===== src/rtl/pgm_seq_pkg.sv =====
package pgm_seq_pkg;

   typedef enum logic [1:0] {
      SQ_IDLE  = 2'd0,
      SQ_ERASE = 2'd1,
      SQ_WRITE = 2'd2,
      SQ_DONE  = 2'd3
   } sq_state_e;

endpackage


===== src/rtl/pgm_ivl_timer.sv =====
// Prescaler plus tick counter; done marks the final clock of an interval.
module pgm_ivl_timer #(
   parameter int PRESC_DIV = 128,
   parameter int TK_W      = 8,
   localparam int PRE_W    = (PRESC_DIV > 2) ? $clog2(PRESC_DIV) : 1
) (
   input  logic            clk,
   input  logic            rst_n,
   input  logic            restart,
   input  logic [TK_W-1:0] len,
   output logic            done
);

   logic [PRE_W-1:0] pre_cnt;
   logic [TK_W-1:0]  tick_cnt;
   logic             pre_wrap;

   assign pre_wrap = (pre_cnt == PRE_W'(PRESC_DIV - 1));
   assign done     = pre_wrap && (tick_cnt == (len - TK_W'(1)));

   always_ff @(posedge clk or negedge rst_n) begin
      if (!rst_n) begin
         pre_cnt  <= '0;
         tick_cnt <= '0;
      end else if (restart) begin
         pre_cnt  <= '0;
         tick_cnt <= '0;
      end else if (pre_wrap) begin
         pre_cnt  <= '0;
         tick_cnt <= tick_cnt + TK_W'(1);
      end else begin
         pre_cnt  <= pre_cnt + PRE_W'(1);
      end
   end

endmodule


===== src/rtl/pgm_lane_pick.sv =====
// Lowest-set-lane picker with single-lane detection.
module pgm_lane_pick #(
   parameter int N      = 8,
   localparam int IDX_W = (N > 1) ? $clog2(N) : 1
) (
   input  logic [N-1:0]     vec,
   output logic [IDX_W-1:0] idx,
   output logic             any,
   output logic             single
);

   logic [N:0]   seen;
   logic [N-1:0] first;

   assign seen[0] = 1'b0;

   for (genvar g = 0; g < N; g++) begin : g_chain
      assign first[g]  = vec[g] & ~seen[g];
      assign seen[g+1] = seen[g] | vec[g];
   end

   always_comb begin
      idx = '0;
      for (int i = 0; i < N; i++) begin
         if (first[i]) idx = idx | IDX_W'(i);
      end
   end

   assign any    = seen[N];
   assign single = any && ((vec & ~first) == '0);

endmodule


===== src/rtl/pgm_cycle_seq.sv =====
module pgm_cycle_seq
   import pgm_seq_pkg::*;
#(
   parameter int DATA_W      = 8,
   parameter int PAGE_BYTES  = 8,
   parameter int ADDR_W      = 8,
   parameter int PRESC_DIV   = 128,
   parameter int ERASE_TICKS = 16,
   parameter int STEP_TICKS  = 16,
   parameter int BYTE_TICKS  = 46,
   localparam int IDX_W      = $clog2(PAGE_BYTES),
   localparam int PAGE_W     = ADDR_W - IDX_W,
   localparam int MAX_TICKS  = (BYTE_TICKS > ERASE_TICKS)
                               ? ((BYTE_TICKS > STEP_TICKS) ? BYTE_TICKS : STEP_TICKS)
                               : ((ERASE_TICKS > STEP_TICKS) ? ERASE_TICKS : STEP_TICKS),
   localparam int TK_W       = $clog2(MAX_TICKS + 1)
) (
   input  logic                         clk,
   input  logic                         rst_n,
   input  logic                         cm_valid,
   input  logic [PAGE_W-1:0]            cm_page,
   input  logic [PAGE_BYTES-1:0]        cm_mask,
   input  logic [PAGE_BYTES*DATA_W-1:0] cm_data,
   output logic                         busy,
   output logic                         overrun,
   output logic                         latch_clr,
   output logic                         arr_we,
   output logic [ADDR_W-1:0]            arr_addr,
   output logic [DATA_W-1:0]            arr_wdata
);

   if (PAGE_BYTES < 2 || (1 << IDX_W) != PAGE_BYTES) begin : g_bad_page
      $error("PAGE_BYTES must be a power of two, at least 2");
   end
   if (PRESC_DIV < 2) begin : g_bad_presc
      $error("PRESC_DIV must be at least 2");
   end
   if (ERASE_TICKS < 1 || STEP_TICKS < 1 || BYTE_TICKS < 1) begin : g_bad_ticks
      $error("interval lengths must be at least one tick");
   end
   if (PRESC_DIV * ERASE_TICKS < PAGE_BYTES) begin : g_bad_erase
      $error("erase interval shorter than the erase strobe walk");
   end
   if (ADDR_W <= IDX_W) begin : g_bad_addr
      $error("ADDR_W must exceed the lane index width");
   end

   sq_state_e                   st;
   logic [PAGE_BYTES-1:0]       mask_q;
   logic [PAGE_BYTES-1:0]       rem_q;
   logic [PAGE_W-1:0]           page_q;
   logic [PAGE_BYTES*DATA_W-1:0] data_q;
   logic                        byte_mode_q;
   logic [IDX_W:0]              e_cnt;

   logic [IDX_W-1:0]            cur;
   logic                        rem_any;
   logic                        rem_single;
   logic [IDX_W-1:0]            cm_first;
   logic                        cm_any;
   logic                        cm_single;
   logic                        accept;
   logic                        ivl_done;
   logic                        restart;
   logic [TK_W-1:0]             len;
   logic                        e_walk;
   logic [PAGE_BYTES-1:0]       rem_next;

   pgm_lane_pick #(.N(PAGE_BYTES)) u_pick_rem (
      .vec    (rem_q),
      .idx    (cur),
      .any    (rem_any),
      .single (rem_single)
   );

   pgm_lane_pick #(.N(PAGE_BYTES)) u_pick_cm (
      .vec    (cm_mask),
      .idx    (cm_first),
      .any    (cm_any),
      .single (cm_single)
   );

   assign busy    = (st == SQ_ERASE) || (st == SQ_WRITE);
   assign accept  = cm_valid && !busy && cm_any;
   assign restart = accept || (busy && ivl_done);

   always_comb begin
      case (st)
         SQ_ERASE: len = TK_W'(ERASE_TICKS);
         SQ_WRITE: len = byte_mode_q ? TK_W'(BYTE_TICKS) : TK_W'(STEP_TICKS);
         default:  len = TK_W'(STEP_TICKS);
      endcase
   end

   pgm_ivl_timer #(.PRESC_DIV(PRESC_DIV), .TK_W(TK_W)) u_timer (
      .clk     (clk),
      .rst_n   (rst_n),
      .restart (restart),
      .len     (len),
      .done    (ivl_done)
   );

   assign e_walk = (st == SQ_ERASE) && !e_cnt[IDX_W];

   always_comb begin
      rem_next      = rem_q;
      rem_next[cur] = 1'b0;
   end

   always_ff @(posedge clk or negedge rst_n) begin
      if (!rst_n) begin
         st          <= SQ_IDLE;
         mask_q      <= '0;
         rem_q       <= '0;
         page_q      <= '0;
         data_q      <= '0;
         byte_mode_q <= 1'b0;
         e_cnt       <= '0;
         overrun     <= 1'b0;
      end else begin
         if (cm_valid && busy) overrun <= 1'b1;
         if (e_walk) e_cnt <= e_cnt + (IDX_W+1)'(1);
         case (st)
            SQ_ERASE: if (ivl_done) st <= SQ_WRITE;
            SQ_WRITE: if (ivl_done) begin
               rem_q <= rem_next;
               if (rem_next == '0) st <= SQ_DONE;
            end
            default: st <= SQ_IDLE;
         endcase
         if (accept) begin
            mask_q      <= cm_mask;
            rem_q       <= cm_mask;
            page_q      <= cm_page;
            data_q      <= cm_data;
            byte_mode_q <= cm_single;
            e_cnt       <= '0;
            st          <= cm_single ? SQ_WRITE : SQ_ERASE;
         end
      end
   end

   always_comb begin
      arr_we    = 1'b0;
      arr_addr  = {page_q, cur};
      arr_wdata = data_q[cur*DATA_W +: DATA_W];
      if (st == SQ_ERASE) begin
         arr_addr  = {page_q, e_cnt[IDX_W-1:0]};
         arr_wdata = '1;
         arr_we    = e_walk && mask_q[e_cnt[IDX_W-1:0]];
      end else if (st == SQ_WRITE) begin
         arr_we = ivl_done && rem_any;
      end
   end

   assign latch_clr = (st == SQ_DONE);

   logic unused_ok;
   assign unused_ok = ^{cm_first, rem_single};

endmodule


===== config.mk =====
export PLATFORM = sky130hd
export DESIGN_NAME = pgm_cycle_seq
export DESIGN_NICKNAME = d
export VERILOG_FILES = /design/src/rtl/pgm_seq_pkg.sv /design/src/rtl/pgm_ivl_timer.sv /design/src/rtl/pgm_lane_pick.sv /design/src/rtl/pgm_cycle_seq.sv
export SDC_FILE = /design/constraint.sdc
export NUM_CORES = 1
export LEC_CHECK = 0
export BUFFER_PORTS_ARGS = -buffer_cell sky130_fd_sc_hd__buf_2
export CAP_MARGIN = 20
export CORE_UTILIZATION = 45
export DETAILED_ROUTE_END_ITERATION = 16
export PLACE_DENSITY = 0.69
export SLEW_MARGIN = 30
export SYNTH_ARGS = -nofsm -noshare
export SYNTH_HDL_FRONTEND = slang
export SYNTH_SLANG_ARGS = --single-unit

===== constraint.sdc =====
create_clock -name clk -period 2.04 [get_ports clk]
set_input_delay 0.306 -clock clk [delete_from_list [all_inputs] [get_ports clk]]
set_output_delay 0.306 -clock clk [all_outputs]
set_load 0.02 [all_outputs]

Yosys cells after proc, flatten, opt, wreduce, memory -nomap -nowiden
Cells that the tools add are included.

operators by class
  bitwise gates (word level) = 46
  reductions and logical operators = 22
  shift-type cells = 1
  eq/ne operators = 8
  multiplexer cells = 32
  $add $sub $neg = 4
  magnitude comparators = 3

operators with widths
  operator               count
  $shiftx A64 B7 Y8      1
  $mux W8                4
  $mux W6                4
  $and A8 B8 Y8          2
  $logic_not A8 Y1       2
  $not A8 Y8             2
  $mux W3                5
  $and A1 B1 Y1          14
  $mux W2                7
  $mux W7                2
  $not A1 Y1             14
  $or A1 B1 Y1           14
  $logic_and A1 B1 Y1    10
  $lt A3 B4 Y1 const B   2
  $mux W4                2
  $reduce_bool A2 Y1     4
  $add A7 B1 Y7 const B  1
  $eq A7 B7 Y1 const B   1
  $add A6 B1 Y6 const B  1
  $eq A6 B6 Y1           1
  $ne A3 B3 Y1 const B   2
  $sub A6 B1 Y6 const B  1
  $mux W1                5
  $add A4 B1 Y4 const B  1
  11 further kinds       14

storage, ports and cells
  input port bits = 80
  word-level logic and storage cells = 126
  register bits after elaboration = 106
  output and inout port bits = 20

Longest topological paths before layout
  word-level depth = 20
  gate-level depth with buffers = 9
  depth with buffers taken out = 7

Hierarchy
Synthesis repeated with hierarchy kept, for this count alone.

unflattened totals
  cells, all modules = 634
  area, all modules = 5546.6 sq um

modules (own cells, without submodules)
  module         seq. area each (sq um)  cells each  area an instance (sq um)  instances
  pgm_cycle_seq  2327.2                  506         4448.0                    1
  pgm_ivl_timer  325.3                   78          763.2                     1
  pgm_lane_pick  0.0                     25          167.7                     2

Worst setup path before layout
Ideal clock, no wire load.

  path type = register to output
  start point = register rem_q[0]
  end point = output port arr_addr[2]
  data arrival time = 1.812 ns
  stages on the path, launching flop included = 6
  slack = -0.078 ns
  required time = 1.734 ns
  cell sequence = dfrtp_1 or2_1 buf_6 or3_4 buf_6 o31ai_1

on the way
  longest elaborated chain between the ends = 10

RTL lines
  item                                               RTL line                                  text
  start: declaration                                 pgm_cycle_seq.sv:50                       logic [PAGE_BYTES-1:0] rem_q;
  start signal: assignment                           pgm_cycle_seq.sv:126                      rem_q <= rem_next;
  start signal: assignment                           pgm_cycle_seq.sv:133                      rem_q <= cm_mask;
  $or A1 B1 Y1 * (3 in series)                       pgm_lane_pick.sv:19                       assign seen[g+1] = seen[g] | vec[g];
  $not A1 Y1 / $or A1 B1 Y1 (equally long branches)  pgm_lane_pick.sv:18, pgm_lane_pick.sv:19
  $and A1 B1 Y1 (tied with other cells)              pgm_lane_pick.sv:18                       assign first[g] = vec[g] & ~seen[g];
  $mux W3 (tied with other cells) (2 in series)      pgm_lane_pick.sv:25                       if (first[i]) idx = idx | IDX_W'(i);
  $mux W3 / $and A1 B1 Y1 (equally long branches)    pgm_lane_pick.sv:25, pgm_lane_pick.sv:18
  $mux W3 *                                          pgm_lane_pick.sv:25
  $mux W3 *                                          pgm_cycle_seq.sv:147                      if (st == SQ_ERASE) begin
  end: declaration                                   pgm_cycle_seq.sv:28                       output logic [ADDR_W-1:0] arr_addr,

Mark *: on every way between the ends. The rest lies on a longest branch, timed or not.

Worst setup path after layout
  start point = register rem_q[0]
  end point = output port arr_wdata[4]

on the way
  longest elaborated chain between the ends = 11

RTL lines
  item                                               RTL line                                  text
  $not A1 Y1 / $or A1 B1 Y1 (equally long branches)  pgm_lane_pick.sv:18, pgm_lane_pick.sv:19
  $and A1 B1 Y1 (tied with other cells)              pgm_lane_pick.sv:18
  $mux W1 (tied with other cells)                    pgm_lane_pick.sv:25
  $mux W2 (tied with other cells) (2 in series)      pgm_lane_pick.sv:25
  $mux W3 (tied with other cells) (2 in series)      pgm_lane_pick.sv:25
  $mux W3 / $and A1 B1 Y1 (equally long branches)    pgm_lane_pick.sv:25, pgm_lane_pick.sv:18
  $mux W3 *                                          pgm_lane_pick.sv:25
  $shiftx A64 B7 Y8 *                                pgm_cycle_seq.sv:146                      arr_wdata = data_q[cur*DATA_W +: DATA_W];
  $mux W8 *                                          pgm_cycle_seq.sv:147
  end: declaration                                   pgm_cycle_seq.sv:29                       output logic [DATA_W-1:0] arr_wdata

Marks and branches as above.

==> flow_summary_export.csv <==
group,metric,value,unit
worst_setup_path,crit_fanout,8,
min_path,hold_depth,3,
sta,final-max-slew-violation-count,0,
power,irDropWorstVdd,1.126,mV
clocking,numCtsBuffers,9,
synthesis,synth_area,0.005164,sq mm
drt,drt_iter0_drc,213,
floorplan,rows,38,
synthesis,yosysWarnings,0,
drt,avgRoutedWirePerCell,15.96,um
drt,drc,0,
power,p_sw,0.004732,W
worst_setup_path,worstSetupStartpointType,"flip-flop",
run,max_cap_violations,0,
layout,final_common_cell,"nand2_1",
clocking,clockBufferDepth,2,
sta,fmax,0.4208,GHz
min_path,worstHoldEndpoint,"page_q[1]",
synthesis,ys_seq_area_share,51.37,%
sta,period_needed,2.377,ns
synthesis,async_flop_share,100.0,%
power,power.internal,0.006455,W
synthesis,syn_inst,573,
worst_setup_path,r2r_cells,8,
floorplan,die_width,109.1,um
sta,finalClockSkew,0.006619,ns
placement,io_buffers,99,
power,cellPowerDensity,1680,mW/mm^2
floorplan,chipHeight,109.1,um
worst_setup_path,critPathKind,"flip-flop to output pin",
sta,hold_viol,0,
synthesis,synthFlopType,"dfrtp_1",
sta,setup_violations,12,
worst_setup_path,rr_startpoint,"u_timer.pre_cnt[0]",
layout,synthToLayoutAreaGrowth,28.96,%
synthesis,ys_types,55,
layout,drive_above_1_share,29.62,%
layout,layout_common_cells,"nand2_1, dfrtp_1, buf_2, buf_4, nor2_1",
clocking,root_buffer,"clkbuf_16",
clocking,htree_levels,3,
worst_setup_path,crit_required,1.73,ns
drt,routed_wl,13550,um
floorplan,start_util,46.81,%
clocking,clkSlewWorstSetupHoldPaths,0.07,ns
power,switching_share,42.30,%
grt,gr-total-overflow,0,
sta,timing.final.ws_setup,-0.3365,ns
power,power.leakage,3.423,nW
outcome,violations,"setup timing",
drt,antenna_left,0,
drt,via_per_inst,5.272,
layout,fin_nets,791,
grt,grt_pass1_wl,21480,um
min_path,hp-start,"cm_page[1]",
layout,fillers,962,
floorplan,core_area,0.01103,sq mm
worst_setup_path,arrival,2.07,ns
sta,period_share,116.5,%
outcome,status,"complete, but fails checks",
synthesis,synth_edf_count,0,
synthesis,syn_nets,660,
grt,grt_usage,23.78,%
sta,worstMarginPinSlew,0.4725,ns
sta,rsz0062_at_grt,"yes",
floorplan,die_area,0.01191,sq mm
placement,finalWeightedCongestion,0.8685,
placement,hpwl,9359,um
power,clock_power_share,15.1,%
power,p_comb_share,51.8,%
min_path,min_path_type,"input port to flip-flop",
clocking,clock_latency,0.35,ns
synthesis,synth_seq_cells,106,
worst_setup_path,r2r-end,"st[0]",
drt,vias,4476,
floorplan,pin_count,100,
drt,first_pass_iters,5,
synthesis,syn-mean-instance-area,9.012,sq um
grt,grt_pass1_vias,4375,
clocking,clock-sinks,106,
clocking,cts_tree,"done",
layout,diodes,0,
grt,grt_start_max_net_pins,49,
grt,antenna_found_initial,0,
worst_setup_path,reg2reg_slack,0.15,ns
worst_setup_path,endpoint_kind,"output pin",
sta,slew_headroom,68.26,%
sta,finalSetupTns,-3.167,ns
sta,hold_slack,0.1350,ns
power,seq_power_share,33.1,%
[what timing repair did]
action	4_1_cts	5_1_grt
gates cloned	0	1
endpoints found under the setup margin	12	14
hold buffers	1	0
pin swaps	16	13
hold endpoints to repair	31	0
resized for setup	40	22
buffers inserted	13	6
[routing by layer]
metal  vias to the layer above  GRT usage (%)  share of wire (%)
met5                         -              0                  0
met4                         0          11.49                2.8
met3                        34          4.124                5.0
met2                       148          35.80                 47
met1                      2122          33.10                 45
li1                       2172              -                  -
[how the worst max path moves through the flow]
stage	slack (ns)	cells after the start	end	start
final	-0.34	7	arr_wdata[4]	rem_q[0]
after global routing	-0.38	7	arr_wdata[4]	rem_q[0]
after detailed placement	-0.06	6	arr_wdata[4]	rem_q[0]
after CTS	-0.28	7	arr_wdata[1]	rem_q[1]
after floorplan	0.01	7	arr_we	st[0]
after global placement	0.02	6	arr_wdata[4]	rem_q[0]
[cells in the mapped netlist, types with 2 or more instances]
library cell    n  share of area [%]
a211oi_1        4               0.58
a21o_1          6               0.87
a21oi_1        24                2.3
a221o_1         8                1.6
a22oi_1         8                1.2
a31oi_1         2               0.24
and3_1          4               0.48
buf_2          16                1.6
buf_4           4               0.58
buf_6           5                1.1
clkbuf_1        4               0.29
dfrtp_1       106                 51
ha_1            7                1.7
inv_1           7               0.51
mux2i_1        11                2.1
mux4_2          2               0.87
nand2_1       251                 18
nand3_1         7               0.68
nor2_1         27                2.0
nor2b_1         2               0.24
nor3_1          3               0.29
nor4_4          3                1.2
nor4b_1         4               0.68
o211ai_1       12                1.7
o21ai_0         4               0.39
o21ai_1         2               0.19
o311ai_1        2               0.34
xnor2_1         6                1.0
xor2_1          6                1.0
[cell type report]
type                            instances  area, sq um  share of cell area (%)
Sequential cell                       106         2656                   39.89
Tap cell                              140        175.2                   2.631
Clock buffer                           12        256.5                   3.852
Clock inverter                          4        33.78                  0.5073
Multi-Input combinational cell        430         2495                   37.47
Timing Repair Buffer                  149         1012                   15.20
Inverter                                8        30.03                  0.4510
[stage by stage]
stage / setup slack, ns / instance area (sq um) / instances / utilization, % / power (W)
finish: -0.3365 / 6659 / 849 / 60.37 / 0.01119
detailed placement: -0.05544 / 5953 / 812 / 53.97 / 0.008506
global route: -0.3764 / 6659 / 849 / 60.37 / 0.01195
global placement: 0.01525 / 5953 / 812 / 53.97 / 0.008380
floorplan: 0.009501 / 5169 / 573 / - / 0.006918
CTS: -0.2765 / 6491 / 842 / 58.85 / 0.01073
[worst max-delay path, stage by stage, from the launching register on]
cell and delay, ns:
dfrtp_1 0.42, buf_4 0.16, nor4_4 0.32, and3_4 0.25, buf_6 0.13, a21oi_1 0.08
o211ai_1 0.15, buf_4 0.20
[kinds of logic (layout without fill, tap and decap cells)]
family,after synthesis,in the layout,share of synthesized area (%)
xor gates and xnor gates,12,12,2.035
AOI/OAI and AO/OA,82,82,11.03
buffers and inverters,37,173,4.095
and+or+nand+nor,316,316,26.77
adders and majority gates,7,7,1.696
DFF,106,106,51.37
muxes,13,13,3.005
[power by group through the flow]
stage	Clock (W)	Combinational (W)	Sequential, W
6_report	0.00169	0.00579	0.00370
3_5_place_dp	0	0.00484	0.00366
2_1_floorplan	0	0.00338	0.00353
4_1_cts	0.00174	0.00534	0.00366
5_1_grt	0.00181	0.00632	0.00381
3_3_place_gp	0	0.00472	0.00366
[sequential cells by signal (all words and copies together) (netlist names)]
name	count
st	2
u_timer.tick_cnt	6
page_q	5
mask_q	8
data_q	64
rem_q	8
overrun	1
u_timer.pre_cnt	7
e_cnt	4
byte_mode_q	1
(Power assumes the default switching activity.)
